<file path="config.mk">
export PLATFORM = sky130hd
export DESIGN_NAME = dma_index_agen
export DESIGN_NICKNAME = d
export VERILOG_FILES = /design/src/rtl/dma_idx_pkg.sv /design/src/rtl/dma_idx_regfile.sv /design/src/rtl/dma_dw_phase.sv /design/src/rtl/dma_step_sel.sv /design/src/rtl/dma_addr_reg.sv /design/src/rtl/dma_index_agen.sv
export SDC_FILE = /design/constraint.sdc
export NUM_CORES = 1
export LEC_CHECK = 0
export ABC_CLOCK_PERIOD_IN_PS = 3100
export CAP_MARGIN = 20
export CORE_ASPECT_RATIO = 0.9
export CORE_UTILIZATION = 46
export DETAILED_ROUTE_END_ITERATION = 8
export HOLD_SLACK_MARGIN = 0.02
export PLACE_DENSITY_LB_ADDON = 0.1
export SYNTH_ARGS = -nofsm -noshare
export SYNTH_HDL_FRONTEND = slang
export SYNTH_SLANG_ARGS = --single-unit
</file>
<file path="constraint.sdc">
create_clock -name clk -period 3.1 [get_ports clk]
set_input_delay 0.62 -clock clk [delete_from_list [all_inputs] [get_ports clk]]
set_output_delay 0.62 -clock clk [all_outputs]
set_load 0.05 [all_outputs]
</file>
<file path="src/rtl/dma_idx_pkg.sv">
`timescale 1ns/1ps
package dma_idx_pkg;
  localparam int ADDR_W = 16;

  typedef enum logic { STEP_ELEM = 1'b0, STEP_FRAME = 1'b1 } step_kind_e;

  // Frame step only on a closing transfer; in pair mode only on the second half
  function automatic step_kind_e pick_kind(logic last, logic dword, logic second);
    if (last && (!dword || second)) return STEP_FRAME;
    return STEP_ELEM;
  endfunction
endpackage

</file>
<file path="src/rtl/dma_idx_regfile.sv">
`timescale 1ns/1ps
module dma_idx_regfile #(
  parameter int AW = 16,
  parameter int NSET = 2,
  localparam int SW = $clog2(NSET)
) (
  input  logic                     clk,
  input  logic                     rst_n,
  input  logic                     load_en,
  input  logic [NSET-1:0][AW-1:0]  elem_in,
  input  logic [NSET-1:0][AW-1:0]  frame_in,
  input  logic [SW-1:0]            src_sel_in,
  input  logic [SW-1:0]            dst_sel_in,
  output logic [NSET-1:0][AW-1:0]  elem_q,
  output logic [NSET-1:0][AW-1:0]  frame_q,
  output logic [SW-1:0]            src_sel_q,
  output logic [SW-1:0]            dst_sel_q
);
  for (genvar s = 0; s < NSET; s++) begin : g_set
    always_ff @(posedge clk or negedge rst_n) begin
      if (!rst_n) begin
        elem_q[s]  <= '0;
        frame_q[s] <= '0;
      end else if (load_en) begin
        elem_q[s]  <= elem_in[s];
        frame_q[s] <= frame_in[s];
      end
    end
  end

  always_ff @(posedge clk or negedge rst_n) begin
    if (!rst_n) begin
      src_sel_q <= '0;
      dst_sel_q <= '0;
    end else if (load_en) begin
      src_sel_q <= src_sel_in;
      dst_sel_q <= dst_sel_in;
    end
  end
endmodule

</file>
<file path="src/rtl/dma_dw_phase.sv">
`timescale 1ns/1ps
module dma_dw_phase (
  input  logic clk,
  input  logic rst_n,
  input  logic clear,
  input  logic dword_mode,
  input  logic xfer_done,
  output logic second_half
);
  always_ff @(posedge clk or negedge rst_n) begin
    if (!rst_n)                    second_half <= 1'b0;
    else if (clear || !dword_mode) second_half <= 1'b0;
    else if (xfer_done)            second_half <= ~second_half;
  end


  phase_flip_chk: assert property (@(posedge clk) disable iff (!rst_n)
    (dword_mode && xfer_done && !clear) |=> (second_half != $past(second_half)));

  phase_clear_chk: assert property (@(posedge clk) disable iff (!rst_n)
    (!dword_mode || clear) |=> !second_half);
endmodule

</file>
<file path="src/rtl/dma_step_sel.sv">
`timescale 1ns/1ps
module dma_step_sel
  import dma_idx_pkg::*;
#(
  parameter int AW = 16,
  parameter int NSET = 2,
  localparam int SW = $clog2(NSET)
) (
  input  logic [SW-1:0]           set_sel,
  input  step_kind_e              kind,
  input  logic [NSET-1:0][AW-1:0] elem_idx,
  input  logic [NSET-1:0][AW-1:0] frame_idx,
  output logic [AW-1:0]           step
);
  always_comb begin
    if (kind == STEP_FRAME) step = frame_idx[set_sel];
    else                    step = elem_idx[set_sel];
  end
endmodule

</file>
<file path="src/rtl/dma_addr_reg.sv">
`timescale 1ns/1ps
module dma_addr_reg #(
  parameter int AW = 16
) (
  input  logic          clk,
  input  logic          rst_n,
  input  logic          load_en,
  input  logic [AW-1:0] load_val,
  input  logic          adv,
  input  logic [AW-1:0] step,
  output logic [AW-1:0] addr
);
  // Two's complement step, result truncated to the address width
  function automatic logic [AW-1:0] next_addr(logic [AW-1:0] a, logic [AW-1:0] s);
    return a + s;
  endfunction

  always_ff @(posedge clk or negedge rst_n) begin
    if (!rst_n)       addr <= '0;
    else if (adv)     addr <= next_addr(addr, step);
    else if (load_en) addr <= load_val;
  end


  addr_hold_chk: assert property (@(posedge clk) disable iff (!rst_n)
    (!adv && !load_en) |=> $stable(addr));

  addr_load_chk: assert property (@(posedge clk) disable iff (!rst_n)
    (load_en && !adv) |=> (addr == $past(load_val)));
endmodule

</file>
<file path="src/rtl/dma_index_agen.sv">
`timescale 1ns/1ps
module dma_index_agen
  import dma_idx_pkg::*;
#(
  parameter int AW = ADDR_W
) (
  input  logic          clk,
  input  logic          rst_n,
  input  logic          cfg_load,
  input  logic [AW-1:0] cfg_src_addr,
  input  logic [AW-1:0] cfg_dst_addr,
  input  logic [AW-1:0] cfg_elem_idx0,
  input  logic [AW-1:0] cfg_elem_idx1,
  input  logic [AW-1:0] cfg_frame_idx0,
  input  logic [AW-1:0] cfg_frame_idx1,
  input  logic          cfg_src_sel,
  input  logic          cfg_dst_sel,
  input  logic          xfer_done,
  input  logic          last_elem,
  input  logic          dword_mode,
  output logic [AW-1:0] src_addr,
  output logic [AW-1:0] dst_addr
);
  localparam int NSET  = 2;
  localparam int NSIDE = 2;   // 0 = source, 1 = destination

  logic                     load_acc;
  logic                     second_half;
  step_kind_e               kind;
  logic [NSET-1:0][AW-1:0]  elem_q, frame_q;
  logic                     src_sel_q, dst_sel_q;
  logic [NSIDE-1:0]         side_sel;
  logic [NSIDE-1:0][AW-1:0] side_load, side_step, side_addr;

  assign load_acc = cfg_load && !xfer_done;
  assign kind     = pick_kind(last_elem, dword_mode, second_half);

  dma_idx_regfile #(.AW(AW), .NSET(NSET)) u_regs (
    .clk(clk), .rst_n(rst_n), .load_en(load_acc),
    .elem_in({cfg_elem_idx1, cfg_elem_idx0}),
    .frame_in({cfg_frame_idx1, cfg_frame_idx0}),
    .src_sel_in(cfg_src_sel), .dst_sel_in(cfg_dst_sel),
    .elem_q(elem_q), .frame_q(frame_q),
    .src_sel_q(src_sel_q), .dst_sel_q(dst_sel_q)
  );

  dma_dw_phase u_phase (
    .clk(clk), .rst_n(rst_n), .clear(load_acc),
    .dword_mode(dword_mode), .xfer_done(xfer_done),
    .second_half(second_half)
  );

  assign side_sel  = {dst_sel_q, src_sel_q};
  assign side_load = {cfg_dst_addr, cfg_src_addr};

  for (genvar i = 0; i < NSIDE; i++) begin : g_side
    dma_step_sel #(.AW(AW), .NSET(NSET)) u_step (
      .set_sel(side_sel[i]), .kind(kind),
      .elem_idx(elem_q), .frame_idx(frame_q), .step(side_step[i])
    );
    dma_addr_reg #(.AW(AW)) u_addr (
      .clk(clk), .rst_n(rst_n), .load_en(load_acc), .load_val(side_load[i]),
      .adv(xfer_done), .step(side_step[i]), .addr(side_addr[i])
    );
  end

  assign src_addr = side_addr[0];
  assign dst_addr = side_addr[1];


  frame_on_last_chk: assert property (@(posedge clk) disable iff (!rst_n)
    (xfer_done && last_elem && !dword_mode) |=>
      (AW'(src_addr - $past(src_addr)) == $past(frame_q[src_sel_q])));

  first_half_elem_chk: assert property (@(posedge clk) disable iff (!rst_n)
    (xfer_done && dword_mode && !second_half) |=>
      (AW'(dst_addr - $past(dst_addr)) == $past(elem_q[dst_sel_q])));
endmodule

</file>
==> results.py <==
metrics = {
    "finish": {
        "finish.instance_area_um2": 8780,
        "drive_gt1_share_pct": 30.3,
        "final_nets": 887,
        "nFillCells": 982,
        "diodes": 0,
        "syn_to_final_growth_pct": 43.9,
    },
    "global_route": {
        "grt_max_degree": 67,
        "grt_overflow_total": 0,
        "antenna_found_initial": 0,
        "grt_pass1_wl_mm": 26.1,
        "grt_use_total_pct": 25.0,
        "grt_pass1_vias": 5253,
    },
    "worst_setup_path": {
        "required_ns": 3.36,
        "crit_fanout": 6,
        "end_kind": "register",
        "cp-start-kind": "register",
        "arrival_ns": 3.24,
        "rrSetupSlack_ns": 0.12,
        "crit_type": "reg -> reg",
    },
    "cts": {
        "clockBufferDepth": 2,
        "h-tree-depth": 3,
        "clkSlewWorstSetupHoldPaths_ns": 0.08,
        "clock_latency_ns": 0.35,
        "root_buffer": "clkbuf_16",
        "cts_tree": "yes",
        "cts_hold_buf": 0,
        "numCtsBuffers": 9,
        "cts_sinks": 99,
    },
    "die": {
        "die-area_um2": 13700,
        "die_w_um": 123,
        "die_h_um": 111,
        "rows": 39,
        "core_um2": 12800,
        "ios": 136,
        "start_util_pct": 47.6,
    },
    "sta": {
        "clock_skew_ns": 0.00944,
        "hold_viol_final": 0,
        "rsz0062_at_grt": "yes",
        "period_needed_ns": 2.98,
        "final_min_period_over_clock_period_pct": 96.2,
        "finalMaxSlewViolations": 0,
        "worstMarginPinSlew_ns": 0.674,
        "max_freq_mhz": 335,
        "setup_viol_count_final": 0,
        "worst_slack_ns": 0.119,
        "relSlewSlack_pct": 55.0,
        "fin_tns_setup_ns": 0,
    },
    "synth": {
        "synth_cells": 539,
        "yosysTopAreaCell": "dfrtp_1",
        "synth_cell_types": 46,
        "ys_warn_count": 0,
        "synth-compound-area-share_pct": 11.2,
        "ys.flop_type": "dfrtp_1",
        "synth_common_cells": "99 x dfrtp_1, 92 x mux2i_1, 71 x mux2_2, 38 x nand2_1, 34 x ha_1",
        "synthTopCellsByArea": "dfrtp_1 41%, mux2i_1 15%, mux2_2 13%",
        "synth_top_area_share_pct": 40.6,
        "avgSynthCellArea_um2": 11.3,
        "synthXorXnorAreaFrac_pct": 3.44,
        "syn-num-nets": 679,
        "yosys.area_share.adder_pct": 7.63,
        "synth_top_family_by_area": "multiplexers",
        "ys_seq_area_share_pct": 40.6,
        "async_reset_ff_share_pct": 100,
        "synth_edf_count": 0,
        "synth_area_um2": 6100,
        "ys_ff_latch": 99,
        "synthMuxAreaShare_pct": 28.9,
        "synthSimpleGateAreaFrac_pct": 5.86,
        "yosysMostFrequentCell": "dfrtp_1",
    },
    "route": {
        "drc": 0,
        "ant_nets": 0,
        "routed_wl_mm": 16.5,
        "num_vias": 4980,
        "drt_iter0_drc": 154,
        "viasPerCell": 5.44,
        "wl_per_cell_um": 18.0,
        "dr.pass1.iters": 4,
    },
    "power_and_ir_drop": {
        "p_leak_nw": 3.90,
        "power_density_nw_per_um2": 984,
        "p_int_mw": 4.93,
        "ir_drop_uv": 567,
        "sequentialPowerShare_pct": 22.9,
        "p_switching_mw": 3.71,
        "netSwitchingFraction_pct": 43.0,
        "p_clk_share_pct": 13.9,
        "pwr-share-comb_pct": 63.2,
    },
    "placement": {
        "detailed_place_hpwl_mm": 12.1,
        "numPortBuffers": 135,
        "placed_area_um2": 8200,
        "place.gp.congestion": 0.922,
        "place_ws_ns": -0.621,
    },
    "hold_path": {
        "min_path_type": "in -> async",
    },
    "run_status": {
        "outcome": "finished, final reports clean",
    },
    "flow_run": {
        "drv_cap": 0,
    },
}
[routing by layer]
layer	vias up	GRT usage, %	part of all wire, %
met3	26	5.66	5.2
met4	0	5.94	2.5
li1	2399	-	-
met5	-	0	0
met1	2421	31.7	43
met2	134	42.6	49
[final cells by class]
cell class,instances,area [um^2],share of cell area (%)
Timing Repair Buffer,226,2090,23.8
Tap cell,164,205,2.34
Multi-Input combinational cell,406,3680,41.9
Sequential cell,99,2480,28.2
Inverter,5,18.8,0.214
Clock buffer,9,225,2.56
Clock inverter,7,92.6,1.05
[sequential cells by signal, indices dropped and copies added, names as in the netlist]
| register | cells |
|---|---|
| g_side.u_addr.addr | 32 |
| u_phase.second_half | 1 |
| u_regs.dst_sel_q | 1 |
| u_regs.elem_q | 32 |
| u_regs.frame_q | 32 |
| u_regs.src_sel_q | 1 |
[per-stage QoR]
step           instances  utilization [%]  hold slack [ns]  power [mW]
5_1_grt              916             68.5            0.338        9.23
2_1_floorplan        539                -            0.324        5.03
3_3_place_gp         891             63.9            0.491        7.02
4_1_cts              913             67.4            0.319        8.49
3_5_place_dp         891             63.9            0.495        7.13
6_report             916             68.5            0.297        8.64
[layout by cell type (no fill, tap or decap), types with 3 or more instances in the layout]
cell	count
xnor2_1	11
mux2i_4	4
buf_12	3
nor2_1	8
mux2i_1	73
clkdlybuf4s50_1	130
buf_4	84
inv_6	4
nor3_1	3
a21o_1	6
inv_1	4
mux2_2	71
clkbuf_16	9
o21ai_1	4
o21a_1	3
a21oi_2	4
buf_6	4
a21oi_1	29
dfrtp_1	99
ha_1	31
o22ai_1	4
o21ai_0	26
xor2_1	11
nand3_1	7
nand2_1	38
a311oi_1	3
a211oi_1	4
ha_2	3
o21bai_1	5
nor2b_1	5
and3_1	3
mux2i_2	15
[repair_timing]
| action | 4_1_cts | 5_1_grt |
|---|---|---|
| resized for setup | 20 | 27 |
| setup endpoints to repair | 21 | 18 |
| cloned | 1 | 0 |
| pin swaps | 11 | 13 |
| buffers inserted | 5 | 3 |
[power groups by stage]
stage / logic (mW) / clock network [mW] / registers [mW]
after global routing: 5.91 / 1.30 / 2.02
final: 5.46 / 1.20 / 1.98
after global placement: 5.05 / 0 / 1.97
after floorplan: 2.43 / 0 / 2.60
after CTS: 5.28 / 1.24 / 1.97
after detailed placement: 5.14 / 0 / 1.99
[worst max-delay path, cell delays in order (launching register included)]
cell      delay (ns)
dfrtp_1         0.41
o21ai_4         0.20
buf_12          0.17
mux2i_4         0.23
mux2i_1         0.10
ha_2            0.21
fa_2            0.39
a21oi_4         0.21
o21ai_4         0.09
a221oi_4        0.34
o21ai_2         0.12
and3_1          0.16
a311oi_1        0.24
[cell families (layout without fill, tap and decap cells)]
| logic type | after synthesis | in the layout |
|---|---|---|
| muxes | 165 | 165 |
| AOI/OAI and AO/OA | 106 | 106 |
| DFF | 99 | 99 |
| and+or+nand+nor | 75 | 75 |
| adders and majority gates | 36 | 36 |
| buffers and inverters | 34 | 247 |
| xor gates and xnor gates | 24 | 24 |
[worst paths after layout]
path	start	to	depth (start not counted)
setup / recovery	u_phase.second_half$_DFFE_PN0P_	g_side[1].u_addr.addr[12]$_DFFE_PN0P_	12
hold / removal	rst_n	g_side[1].u_addr.addr[14]$_DFFE_PN0P_	1
setup reg to reg	u_phase.second_half$_DFFE_PN0P_	g_side[1].u_addr.addr[12]$_DFFE_PN0P_	12
hold reg to reg	u_regs.elem_q[6]$_DFFE_PN0P_	u_regs.elem_q[6]$_DFFE_PN0P_	1
max in group asynchronous	rst_n	u_regs.frame_q[7]$_DFFE_PN0P_	2
min in group clk	u_regs.elem_q[6]$_DFFE_PN0P_	u_regs.elem_q[6]$_DFFE_PN0P_	1
No activity file was read; power rests on OpenSTA's default activity.
